==> src/rtl/walker_pkg.sv <==
package walker_pkg;
  localparam int WORD_W   = 32;
  localparam int APP_N    = 5;
  localparam int LEN_W    = 23;
  localparam int SOF_BIT  = 27;
  localparam int EOF_BIT  = 26;
  localparam int DONE_BIT = 31;
  localparam int STEP_W   = 4;

  // descriptor word offsets (byte offset / 4)
  localparam int W_NEXT = 0;
  localparam int W_BUF  = 2;
  localparam int W_CTRL = 6;
  localparam int W_STAT = 7;
  localparam int W_APP  = 8;

  // fetch order: status first so a completed descriptor is rejected early
  localparam logic [STEP_W-1:0] STEP_STAT = 4'd0;
  localparam logic [STEP_W-1:0] STEP_CTRL = 4'd1;
  localparam logic [STEP_W-1:0] STEP_NEXT = 4'd2;
  localparam logic [STEP_W-1:0] STEP_BUF  = 4'd3;
  localparam logic [STEP_W-1:0] STEP_APP0 = 4'd4;
  localparam logic [STEP_W-1:0] STEP_APPL = STEP_APP0 + STEP_W'(APP_N - 1);

  typedef enum logic [3:0] {
    ST_IDLE, ST_FREQ, ST_FWAIT, ST_CTRL, ST_DREQ,
    ST_DWAIT, ST_DOUT, ST_WB, ST_ADV
  } walk_st_t;

  function automatic logic [7:0] fetch_word(input logic [STEP_W-1:0] s);
    case (s)
      STEP_STAT: return 8'(W_STAT);
      STEP_CTRL: return 8'(W_CTRL);
      STEP_NEXT: return 8'(W_NEXT);
      STEP_BUF:  return 8'(W_BUF);
      default:   return 8'(W_APP) + 8'(s - STEP_APP0);
    endcase
  endfunction
endpackage

==> src/rtl/walker_lane_mask.sv <==
module walker_lane_mask #(
  parameter int KEEP_W = 4,
  localparam int SH = $clog2(KEEP_W)
) (
  input  logic [SH-1:0]     rem_i,
  input  logic              last_i,
  output logic [KEEP_W-1:0] keep_o
);
  always_comb begin
    keep_o = '1;
    if (last_i && rem_i != '0) begin
      for (int i = 0; i < KEEP_W; i++) keep_o[i] = (i < int'(rem_i));
    end
  end
endmodule

==> src/rtl/walker_beat_reg.sv <==
module walker_beat_reg #(
  parameter int W = 32,
  parameter int KEEP_W = 4
) (
  input  logic              clk,
  input  logic              rst,
  input  logic              load_i,
  input  logic [W-1:0]      data_i,
  input  logic [KEEP_W-1:0] keep_i,
  input  logic              last_i,
  output logic [W-1:0]      tdata_o,
  output logic [KEEP_W-1:0] tkeep_o,
  output logic              tlast_o,
  output logic              tvalid_o,
  input  logic              tready_i,
  output logic              taken_o
);
  assign taken_o = tvalid_o && tready_i;

  always_ff @(posedge clk) begin
    if (rst) begin
      tvalid_o <= 1'b0;
      tdata_o  <= '0;
      tkeep_o  <= '0;
      tlast_o  <= 1'b0;
    end else if (load_i) begin
      tvalid_o <= 1'b1;
      tdata_o  <= data_i;
      tkeep_o  <= keep_i;
      tlast_o  <= last_i;
    end else if (taken_o) begin
      tvalid_o <= 1'b0;
    end
  end

  // a stalled beat keeps every field
  p_data_hold_r7: assert property (@(posedge clk) disable iff (rst)
    (tvalid_o && !tready_i) |=> (tvalid_o && $stable(tdata_o) && $stable(tkeep_o) && $stable(tlast_o)));
endmodule

==> src/rtl/walker_app_stream.sv <==
module walker_app_stream #(
  parameter int N = 5,
  parameter int W = 32,
  localparam int IW = (N > 1) ? $clog2(N) : 1
) (
  input  logic          clk,
  input  logic          rst,
  input  logic          wr_i,
  input  logic [IW-1:0] wr_idx_i,
  input  logic [W-1:0]  wr_data_i,
  input  logic          go_i,
  output logic [W-1:0]  tdata_o,
  output logic          tlast_o,
  output logic          tvalid_o,
  input  logic          tready_i,
  output logic          done_o
);
  logic [W-1:0]  words [N];
  logic [IW-1:0] rd_idx;
  logic          last_word;

  always_ff @(posedge clk) begin
    if (wr_i) words[wr_idx_i] <= wr_data_i;
  end

  assign last_word = (rd_idx == IW'(N - 1));
  assign tdata_o   = words[rd_idx];
  assign tlast_o   = last_word;

  always_ff @(posedge clk) begin
    if (rst) begin
      tvalid_o <= 1'b0;
      rd_idx   <= '0;
      done_o   <= 1'b0;
    end else begin
      done_o <= 1'b0;
      if (go_i) begin
        tvalid_o <= 1'b1;
        rd_idx   <= '0;
      end else if (tvalid_o && tready_i) begin
        if (last_word) begin
          tvalid_o <= 1'b0;
          done_o   <= 1'b1;
        end else begin
          rd_idx <= rd_idx + 1'b1;
        end
      end
    end
  end

  // control word stays put while the sink is not ready
  p_ctrl_hold_r4: assert property (@(posedge clk) disable iff (rst)
    (tvalid_o && !tready_i) |=> (tvalid_o && $stable(tdata_o) && $stable(tlast_o)));
endmodule

==> src/rtl/mm2s_walker.sv <==
module mm2s_walker
  import walker_pkg::*;
#(
  parameter int ADDR_W = 32
) (
  input  logic              clk,
  input  logic              rst,
  input  logic              run_i,
  input  logic              idle_i,
  input  logic              start_i,
  input  logic [ADDR_W-1:0] cur_i,
  input  logic [ADDR_W-1:0] tail_i,
  output logic [ADDR_W-1:0] cur_nxt_o,
  output logic              cur_upd_o,
  output logic              halted_set_o,
  output logic              idle_set_o,
  output logic              pkt_done_o,
  output logic              mem_req_o,
  output logic              mem_we_o,
  output logic [ADDR_W-1:0] mem_addr_o,
  output logic [31:0]       mem_wdata_o,
  input  logic              mem_ready_i,
  input  logic              mem_rvalid_i,
  input  logic [31:0]       mem_rdata_i,
  output logic [31:0]       dat_tdata_o,
  output logic [3:0]        dat_tkeep_o,
  output logic              dat_tlast_o,
  output logic              dat_tvalid_o,
  input  logic              dat_tready_i,
  output logic [31:0]       ctl_tdata_o,
  output logic              ctl_tlast_o,
  output logic              ctl_tvalid_o,
  input  logic              ctl_tready_i
);
  localparam int KEEP_W = WORD_W / 8;
  localparam int LANE_SH = $clog2(KEEP_W);
  localparam int BEAT_W = LEN_W - LANE_SH + 1;
  localparam int APP_IW = (APP_N > 1) ? $clog2(APP_N) : 1;

  walk_st_t          st;
  logic [ADDR_W-1:0] cur, nxt, bufa;
  logic [LEN_W-1:0]  len;
  logic              sof, eof;
  logic [STEP_W-1:0] step;
  logic [BEAT_W-1:0] widx, nbeats;
  logic              last_beat, rd_pending;
  logic [KEEP_W-1:0] keep_w;
  logic              beat_load, beat_taken;
  logic              app_wr, app_go, app_done;
  logic [WORD_W-1:0] stat_word;

  assign nbeats    = BEAT_W'(({1'b0, len} + (LEN_W + 1)'(KEEP_W - 1)) >> LANE_SH);
  assign last_beat = (widx == nbeats - 1'b1);

  // memory request port
  assign mem_req_o = (st == ST_FREQ) || (st == ST_DREQ) || (st == ST_WB);
  assign mem_we_o  = (st == ST_WB);
  always_comb begin
    case (st)
      ST_DREQ: mem_addr_o = bufa + ADDR_W'({widx, 2'b00});
      ST_WB:   mem_addr_o = cur + ADDR_W'(W_STAT * 4);
      default: mem_addr_o = cur + ADDR_W'({fetch_word(step), 2'b00});
    endcase
  end
  always_comb begin
    stat_word = '0;
    stat_word[LEN_W-1:0] = len;
    stat_word[DONE_BIT] = 1'b1;
  end
  assign mem_wdata_o = stat_word;

  // data beat path
  walker_lane_mask #(.KEEP_W(KEEP_W)) u_mask (
    .rem_i  (len[LANE_SH-1:0]),
    .last_i (last_beat),
    .keep_o (keep_w)
  );

  assign beat_load = (st == ST_DWAIT) && mem_rvalid_i;

  walker_beat_reg #(.W(WORD_W), .KEEP_W(KEEP_W)) u_beat (
    .clk      (clk),
    .rst      (rst),
    .load_i   (beat_load),
    .data_i   (mem_rdata_i),
    .keep_i   (keep_w),
    .last_i   (last_beat && eof),
    .tdata_o  (dat_tdata_o),
    .tkeep_o  (dat_tkeep_o),
    .tlast_o  (dat_tlast_o),
    .tvalid_o (dat_tvalid_o),
    .tready_i (dat_tready_i),
    .taken_o  (beat_taken)
  );

  // application word path
  assign app_wr = (st == ST_FWAIT) && mem_rvalid_i && (step >= STEP_APP0);
  assign app_go = app_wr && (step == STEP_APPL);

  walker_app_stream #(.N(APP_N), .W(WORD_W)) u_app (
    .clk       (clk),
    .rst       (rst),
    .wr_i      (app_wr),
    .wr_idx_i  (APP_IW'(step - STEP_APP0)),
    .wr_data_i (mem_rdata_i),
    .go_i      (app_go),
    .tdata_o   (ctl_tdata_o),
    .tlast_o   (ctl_tlast_o),
    .tvalid_o  (ctl_tvalid_o),
    .tready_i  (ctl_tready_i),
    .done_o    (app_done)
  );

  // walker state machine
  always_ff @(posedge clk) begin
    if (rst) begin
      st           <= ST_IDLE;
      cur          <= '0;
      nxt          <= '0;
      bufa         <= '0;
      len          <= '0;
      sof          <= 1'b0;
      eof          <= 1'b0;
      step         <= STEP_STAT;
      widx         <= '0;
      cur_nxt_o    <= '0;
      cur_upd_o    <= 1'b0;
      halted_set_o <= 1'b0;
      idle_set_o   <= 1'b0;
      pkt_done_o   <= 1'b0;
    end else begin
      cur_upd_o    <= 1'b0;
      halted_set_o <= 1'b0;
      idle_set_o   <= 1'b0;
      pkt_done_o   <= 1'b0;
      case (st)
        ST_IDLE: begin
          if (start_i && run_i && !idle_i) begin
            cur  <= cur_i;
            step <= STEP_STAT;
            st   <= ST_FREQ;
          end
        end
        ST_FREQ: if (mem_ready_i) st <= ST_FWAIT;
        ST_FWAIT: begin
          if (mem_rvalid_i) begin
            case (step)
              STEP_STAT: begin
                if (mem_rdata_i[DONE_BIT]) begin
                  halted_set_o <= 1'b1;
                  st <= ST_IDLE;
                end else begin
                  step <= STEP_CTRL;
                  st <= ST_FREQ;
                end
              end
              STEP_CTRL: begin
                len  <= mem_rdata_i[LEN_W-1:0];
                sof  <= mem_rdata_i[SOF_BIT];
                eof  <= mem_rdata_i[EOF_BIT];
                step <= STEP_NEXT;
                st   <= ST_FREQ;
              end
              STEP_NEXT: begin
                nxt  <= ADDR_W'(mem_rdata_i);
                step <= STEP_BUF;
                st   <= ST_FREQ;
              end
              STEP_BUF: begin
                bufa <= ADDR_W'(mem_rdata_i);
                widx <= '0;
                if (sof) begin
                  step <= STEP_APP0;
                  st   <= ST_FREQ;
                end else begin
                  st <= (len == '0) ? ST_WB : ST_DREQ;
                end
              end
              default: begin
                if (step == STEP_APPL) begin
                  st <= ST_CTRL;
                end else begin
                  step <= step + 1'b1;
                  st   <= ST_FREQ;
                end
              end
            endcase
          end
        end
        ST_CTRL: if (app_done) st <= (len == '0) ? ST_WB : ST_DREQ;
        ST_DREQ: if (mem_ready_i) st <= ST_DWAIT;
        ST_DWAIT: if (mem_rvalid_i) st <= ST_DOUT;
        ST_DOUT: begin
          if (beat_taken) begin
            if (last_beat) begin
              pkt_done_o <= eof;
              st <= ST_WB;
            end else begin
              widx <= widx + 1'b1;
              st <= ST_DREQ;
            end
          end
        end
        ST_WB: if (mem_ready_i) st <= ST_ADV;
        ST_ADV: begin
          cur_nxt_o <= nxt;
          cur_upd_o <= 1'b1;
          cur       <= nxt;
          if (cur == tail_i) begin
            idle_set_o <= 1'b1;
            st <= ST_IDLE;
          end else begin
            step <= STEP_STAT;
            st <= ST_FREQ;
          end
        end
        default: st <= ST_IDLE;
      endcase
    end
  end

  // outstanding read tracker, used by the checks below
  always_ff @(posedge clk) begin
    if (rst) rd_pending <= 1'b0;
    else if (mem_req_o && !mem_we_o && mem_ready_i) rd_pending <= 1'b1;
    else if (mem_rvalid_i) rd_pending <= 1'b0;
  end

  p_single_read_r10: assert property (@(posedge clk) disable iff (rst)
    mem_req_o |-> !rd_pending);

  p_start_gate_r1: assert property (@(posedge clk) disable iff (rst)
    (st == ST_IDLE && !(run_i && !idle_i)) |=> (st == ST_IDLE));

  p_pkt_after_last_r6: assert property (@(posedge clk) disable iff (rst)
    pkt_done_o |-> $past(dat_tvalid_o && dat_tready_i && dat_tlast_o));

  p_idle_with_upd_r9: assert property (@(posedge clk) disable iff (rst)
    idle_set_o |-> cur_upd_o);

  p_halt_quiet_r3: assert property (@(posedge clk) disable iff (rst)
    halted_set_o |-> (!cur_upd_o && !dat_tvalid_o && !idle_set_o));
endmodule

==> config.mk <==
export PLATFORM = sky130hd
export DESIGN_NAME = mm2s_walker
export DESIGN_NICKNAME = d
export VERILOG_FILES = /design/src/rtl/walker_pkg.sv /design/src/rtl/walker_lane_mask.sv /design/src/rtl/walker_beat_reg.sv /design/src/rtl/walker_app_stream.sv /design/src/rtl/mm2s_walker.sv
export SDC_FILE = /design/constraint.sdc
export NUM_CORES = 1
export LEC_CHECK = 0
export BUFFER_PORTS_ARGS = -buffer_cell sky130_fd_sc_hd__buf_4
export CORE_UTILIZATION = 62
export DETAILED_ROUTE_END_ITERATION = 8
export GPL_ROUTABILITY_DRIVEN = 0
export GPL_TIMING_DRIVEN = 0
export PLACE_DENSITY_LB_ADDON = 0.05
export SLEW_MARGIN = 20
export SYNTH_ARGS = -nofsm -noshare
export SYNTH_HDL_FRONTEND = slang
export SYNTH_SLANG_ARGS = --single-unit
==> constraint.sdc <==
create_clock -name clk -period 6.9 [get_ports clk]
set_input_delay 1.38 -clock clk [delete_from_list [all_inputs] [get_ports clk]]
set_output_delay 1.38 -clock clk [all_outputs]
set_load 0.05 [all_outputs]
After elaboration in Yosys (flattened, before gate mapping)
Memories as Yosys holds them, arrays and structs flattened. A register that Yosys moved wholly into a read port is not among the register bits.
Cells that the tools add are included.
W data, S select, Z words.

storage, ports and cells
  flip-flop bits (word level) = 230
  bits in writable memories = 160
  bits of input ports = 105
  output and inout port bits = 174
  logic and storage cells = 162
  memories kept = 1

cells by class
  $add $sub $neg = 11
  order comparisons = 4
  equal/unequal tests = 29
  muxes and demuxes = 48
  bitwise operators = 9
  reduce and logical (&&, ||, !) cells = 39

memories
  memory       words  bits a word  read ports  clocked after memory_dff  write ports  line                     RTL
  u_app.words  5      32           1           1                         1            walker_app_stream.sv:18  logic [W-1:0] words [N];

operators with widths
  cell                     number
  $pmux W32 S2             2
  $mux W22                 4
  $mux W4                  15
  $pmux W22 S2             1
  $pmux W4 S9              1
  $add A32 B10 Y32         1
  $add A32 B24 Y32         1
  $add A32 B5 Y32 const B  1
  $eq A32 B32 Y1           1
  $mux W32                 1
  $pmux W8 S4              1
  $add A23 B2 Y24 const B  1
  $pmux W4 S3              2
  $logic_not A23 Y1        1
  $add A22 B1 Y22 const B  1
  $eq A22 B22 Y1           1
  $sub A22 B1 Y22 const B  1
  $eq A4 B2 Y1 const B     4
  $eq A4 B3 Y1 const B     4
  $ne A2 B2 Y1 const B     8
  $pmux W4 S4              1
  $mux W1                  13
  $reduce_bool A2 Y1       6
  $logic_and A1 B1 Y1      10
  other kinds (30)         58

Longest topological paths before layout
  word-level depth = 6
  gate-level depth with buffers = 19
  depth with buffers taken out = 17

Hierarchy
Synthesis repeated with hierarchy kept, for this count alone.

second synthesis, totals
  cells, all modules = 2103
  area, all modules = 19735.2 µm²

by module, submodules not included
  module             instances  cells each  area each (µm²)  sequential area each (µm²)
  mm2s_walker        1          1588        11768.8          3743.6
  walker_app_stream  1          385         6562.5           4964.8
  walker_beat_reg    1          124         1367.6           760.7
  walker_lane_mask   1          6           36.3             0.0

Worst setup path before layout
Ideal clock, no wire load.

  path kind = register -> output
  start = reg st[3]
  end = out mem_addr_o[18]
  arrival time = 4618 ps
  required time = 5520 ps
  path slack = 902 ps
  cell stages (with the launch flop) = 20
  buffers on the path = 2
  cell sequence = dfxtp_1 clkbuf_1 nor2b_1 nand3_1 inv_1 a31oi_1 o21ai_0 ha_1 fa_1 a21o_1 a21oi_1 o21bai_1 a21oi_1 o21bai_1 a21oi_1 or2_2 clkbuf_1 nor2_1 xnor2_1 o21ai_0

between the ends
  cells in the longest elaborated chain, start to end = 2
  elaborated cells on any way between the ends = 3
  those cells by class = eq/ne: 2; mux: 1

RTL lines
  element                   line                RTL
  start: declaration        mm2s_walker.sv:40   walk_st_t st;
  start signal: assignment  mm2s_walker.sv:176  st <= (len == '0) ? ST_WB : ST_DREQ;
  start signal: assignment  mm2s_walker.sv:190  ST_CTRL: if (app_done) st <= (len == '0) ? ST_WB : ST_DREQ;
  $eq A4 B3 Y1              -
  via mem_we_o              mm2s_walker.sv:19   output logic mem_we_o,
  $pmux W32 S2              mm2s_walker.sv:59   case (st)
  end: declaration          mm2s_walker.sv:20   output logic [ADDR_W-1:0] mem_addr_o,

The timed path passes the listed nets, and every way through them passes these cells.

Final worst setup path
  start = reg step[0]
  end = out mem_addr_o[21]

between the ends
  cells in the longest elaborated chain, start to end = 6
  elaborated cells on any way between the ends = 10
  those cells by class = add/sub: 3; eq/ne: 3; mux: 3; reduce/logical: 1

RTL lines
  element                   line                RTL
  start: declaration        mm2s_walker.sv:44   logic [STEP_W-1:0] step;
  start signal: assignment  mm2s_walker.sv:183  step <= step + 1'b1;
  $sub A4 B3 Y5             walker_pkg.sv:36    default: return 8'(W_APP) + 8'(s - STEP_APP0);
  $add A5 B5 Y6             walker_pkg.sv:36
  $pmux W8 S4 (*)           walker_pkg.sv:31    case (s)
  $mux W8 (*)               mm2s_walker.sv:59
  $add A32 B10 Y32 (*)      mm2s_walker.sv:62   default: mem_addr_o = cur + ADDR_W'({fetch_word(step), 2'b00});
  $pmux W32 S2 (*)          mm2s_walker.sv:59

Every way passes the cells marked *; elsewhere a longest branch is shown, timed or not. The select of a mux whose other input is x is not followed.

==> results.json <==
{
  "outcome": "finished, final reports clean",
  "worstSetupEndpointType": "output pin",
  "startpoint_type": "register",
  "yosys-top-cells-area": "edfxtp_1 (25%), dfxtp_1 (24%), nand2_1 (8.6%)",
  "postSynthAreaPerCell_um2": 9.618,
  "netlist_area_mm2": 0.01910,
  "synth_top_area_share_pct": 25.15,
  "async_reset_ff_share_pct": 0,
  "syn_inst": 1986,
  "grt.overflow.total": 0,
  "drc": 0,
  "clk_latency_ns": 0.54,
  "synthMuxAreaShare_pct": 6.452,
  "hold_viol_final": 0,
  "drtAntennaViolNets": 0,
  "dieArea_mm2": 0.03151,
  "grt_max_degree": 23,
  "grt_usage_pct": 38.94,
  "drt_wl_total_mm": 61.60,
  "met2_length_mm": 27.33,
  "avgRoutedWirePerCell_um": 22.46,
  "skew_ns": 0.02479,
  "wl_met1_mm": 23.32,
  "hold_class": "reg -> reg",
  "fp.coreArea_mm2": 0.02995,
  "synth_top_family_by_area": "simple AND/OR/NAND/NOR gates",
  "hold_path_startpoint": "cur_nxt_o[14]",
  "holdPathEnd": "cur_nxt_o[14]",
  "power.total_mw": 5.156,
  "port_buffers": 269,
  "drv_slew": 0,
  "p_per_area_mw_per_mm2": 223.5,
  "floorplan.initialDensity_pct": 63.77,
  "synthXorXnorAreaFrac_pct": 5.804,
  "ys_seq_area_share_pct": 49.57,
  "drive_gt1_share_pct": 20.20,
  "die_x_um": 177.5,
  "worst_slew_margin_rel_pct": 31.58,
  "dr.pass1.iters": 8,
  "syn_to_final_growth_pct": 20.79,
  "arrival_ns": 5.15,
  "grt_pass1_vias": 16170,
  "setup-tns-final_ns": 0,
  "holdPathStages": 2,
  "critPathKind": "reg -> out",
  "reg2regPathDepth": 14,
  "synth_edf_count": 160,
  "rsz0062_at_grt": "false",
  "yosys.area.top_type": "edfxtp_1",
  "final_nets": 2472,
  "irDropWorstVdd_v": 0.0001914,
  "die_h_um": 177.5,
  "reg2reg_slack_ns": 2.71,
  "dr_wl_met3_mm": 7.060,
  "layout_commonest_cell": "nand2_1",
  "dp_hpwl_mm": 44.75,
  "cts_hold_buf": 0,
  "period_needed_ns": 6.528,
  "drv_cap": 0,
  "synthFlopType": "dfxtp_1",
  "ys_ff_latch": 393,
  "cts_tree": "built",
  "mostFrequentLayoutCells": "nand2_1 (437), buf_4 (290), dfxtp_1 (233), a21oi_1 (207), edfxtp_1 (160)",
  "cts_buffers": 40,
  "synthSimpleGateAreaFrac_pct": 18.34,
  "row_count": 63,
  "htreeDepth": 2,
  "yosys_warnings": 0,
  "clock.fmax_ghz": 0.1532,
  "fin_crit_sh_pct": 94.61,
  "synthDistinctLibCells": 88,
  "dr.first_iter.drc_count": 1865,
  "antenna_found_initial": 1,
  "ios": 279,
  "synth_compound_area_share_pct": 13.01,
  "p_leak_nw": 8.868,
  "cp_max_fo": 9,
  "setup_ws_ns": 0.3718,
  "grt_pass1_wl_mm": 91.98,
  "setup_violations": 0,
  "path_clk_slew_ns": 0.06,
  "top_layer": "met5",
  "vias": 17170,
  "cts_buffer_depth": 3,
  "cts.sinks": 393,
  "r2r-end": "widx[20]",
  "post_drt_via_cell_ratio": 6.260,
  "rr_startpoint": "len[0]",
  "synthAdderAreaFrac_pct": 2.961,
  "cp.required_ns": 5.52,
  "place_ws_ns": 0.8183,
  "worst_pin_slew_ns": 1.026,
  "cts_root_buf": "clkbuf_16"
}
## metrics by stage
step                      utilization (%)  area, um2  hold slack, ns  instances
after detailed placement            72.85      21820          0.4501       2672
after floorplan                         -      19140          0.4366       1996
after global routing                77.02      23070          0.4727       2742
after global placement              72.26      21650          0.4431       2655
final                               77.03      23070          0.4581       2743
after CTS                           77.03      23070          0.4587       2743
## cells by family (layout without fill, tap and decap cells)
logic type	after synthesis	after routing
muxes	79	79
AOI/OAI and AO/OA	397	397
other	2	13
xor gates and xnor gates	125	125
and+or+nand+nor	770	770
buffers and inverters	176	532
adders and majority gates	44	44
DFF	393	393
## sequential cells by signal (all words and copies together) (netlist names), 3 cells and up, named ones only
name,cells
widx,22
len,23
u_beat.tkeep_o,4
u_beat.tdata_o,32
cur,32
u_app.words,160
u_app.rd_idx,3
step,4
nxt,32
cur_nxt_o,32
st,4
bufa,32
## worst max-delay path by stage
stage	slack, ns	endpoint	cells past startpoint	from
floorplan	0.90	mem_addr_o[18]	19	st[3]
global placement	0.38	u_app.words[1][19]	5	mem_rvalid_i
detailed placement	0.82	mem_addr_o[22]	20	st[3]
CTS	0.24	mem_addr_o[22]	20	st[3]
global route	0.19	mem_addr_o[21]	18	step[0]
finish	0.37	mem_addr_o[21]	18	step[0]
## Yosys cell counts (8+ instances only)
| cell type | n |
|---|---|
| nand2_1 | 437 |
| dfxtp_1 | 233 |
| a21oi_1 | 207 |
| edfxtp_1 | 160 |
| nor2_1 | 115 |
| clkbuf_1 | 105 |
| xor2_1 | 63 |
| xnor2_1 | 61 |
| ha_1 | 42 |
| o21ai_0 | 42 |
| inv_1 | 38 |
| mux2_2 | 33 |
| mux4_2 | 32 |
| nand3_1 | 29 |
| nand4_1 | 27 |
| a311oi_1 | 26 |
| and3_1 | 26 |
| nor3_1 | 25 |
| nor4_1 | 19 |
| and2_1 | 16 |
| a21o_1 | 14 |
| mux2i_1 | 14 |
| nand2b_1 | 13 |
| a22oi_1 | 11 |
| buf_1 | 11 |
| a31oi_1 | 10 |
| a31o_2 | 9 |
| buf_2 | 9 |
| buf_4 | 9 |
| nor2b_1 | 9 |
| or3_1 | 9 |
| o21a_1 | 8 |
| o31ai_1 | 8 |
## worst max-delay path, cell delays in order, from the launching register on
cell	delay (ns)
dfxtp_1	0.52
inv_1	0.22
ha_1	0.24
clkbuf_1	0.22
nor3_1	0.22
o221ai_1	0.28
ha_1	0.39
a21o_1	0.16
a21oi_1	0.24
o21bai_1	0.10
a21oi_1	0.27
o21bai_1	0.14
a21o_1	0.22
nor2b_1	0.14
clkbuf_1	0.22
and3_1	0.26
xnor2_1	0.15
o21ai_0	0.33
buf_4	0.27
## power by group
group	internal [mW]	leakage, nW	total, mW	switching, mW
Sequential	2.44	3.32	2.48	0.0404
Combinational	0.191	4.92	0.603	0.412
Clock	1.17	0.630	2.07	0.907
## final cells by class
class / count / area, um2
inverter: 38 / 142.6
tap: 390 / 488.0
clock buffer: 52 / 1137
fill: 2145 / 6882
clock inverter: 19 / 112.6
sequential: 393 / 9469
timing repair buffer: 286 / 2175
antenna: 1 / 2.502
buffer: 137 / 584.3
multi-input combinational: 1427 / 8961
## routing by layer
layer  track usage (%)  vias up
li1                  -     7711
met1             50.44     8156
met2             60.01     1061
met3             9.147      240
met4             22.04        2
met5                 0        -
## timing repair
item | in CTS | in global routing
setup endpoints to repair | 0 | 7
setup buffers | 0 | 0
gates resized for setup | 0 | 2
(Power assumes the default switching activity.)
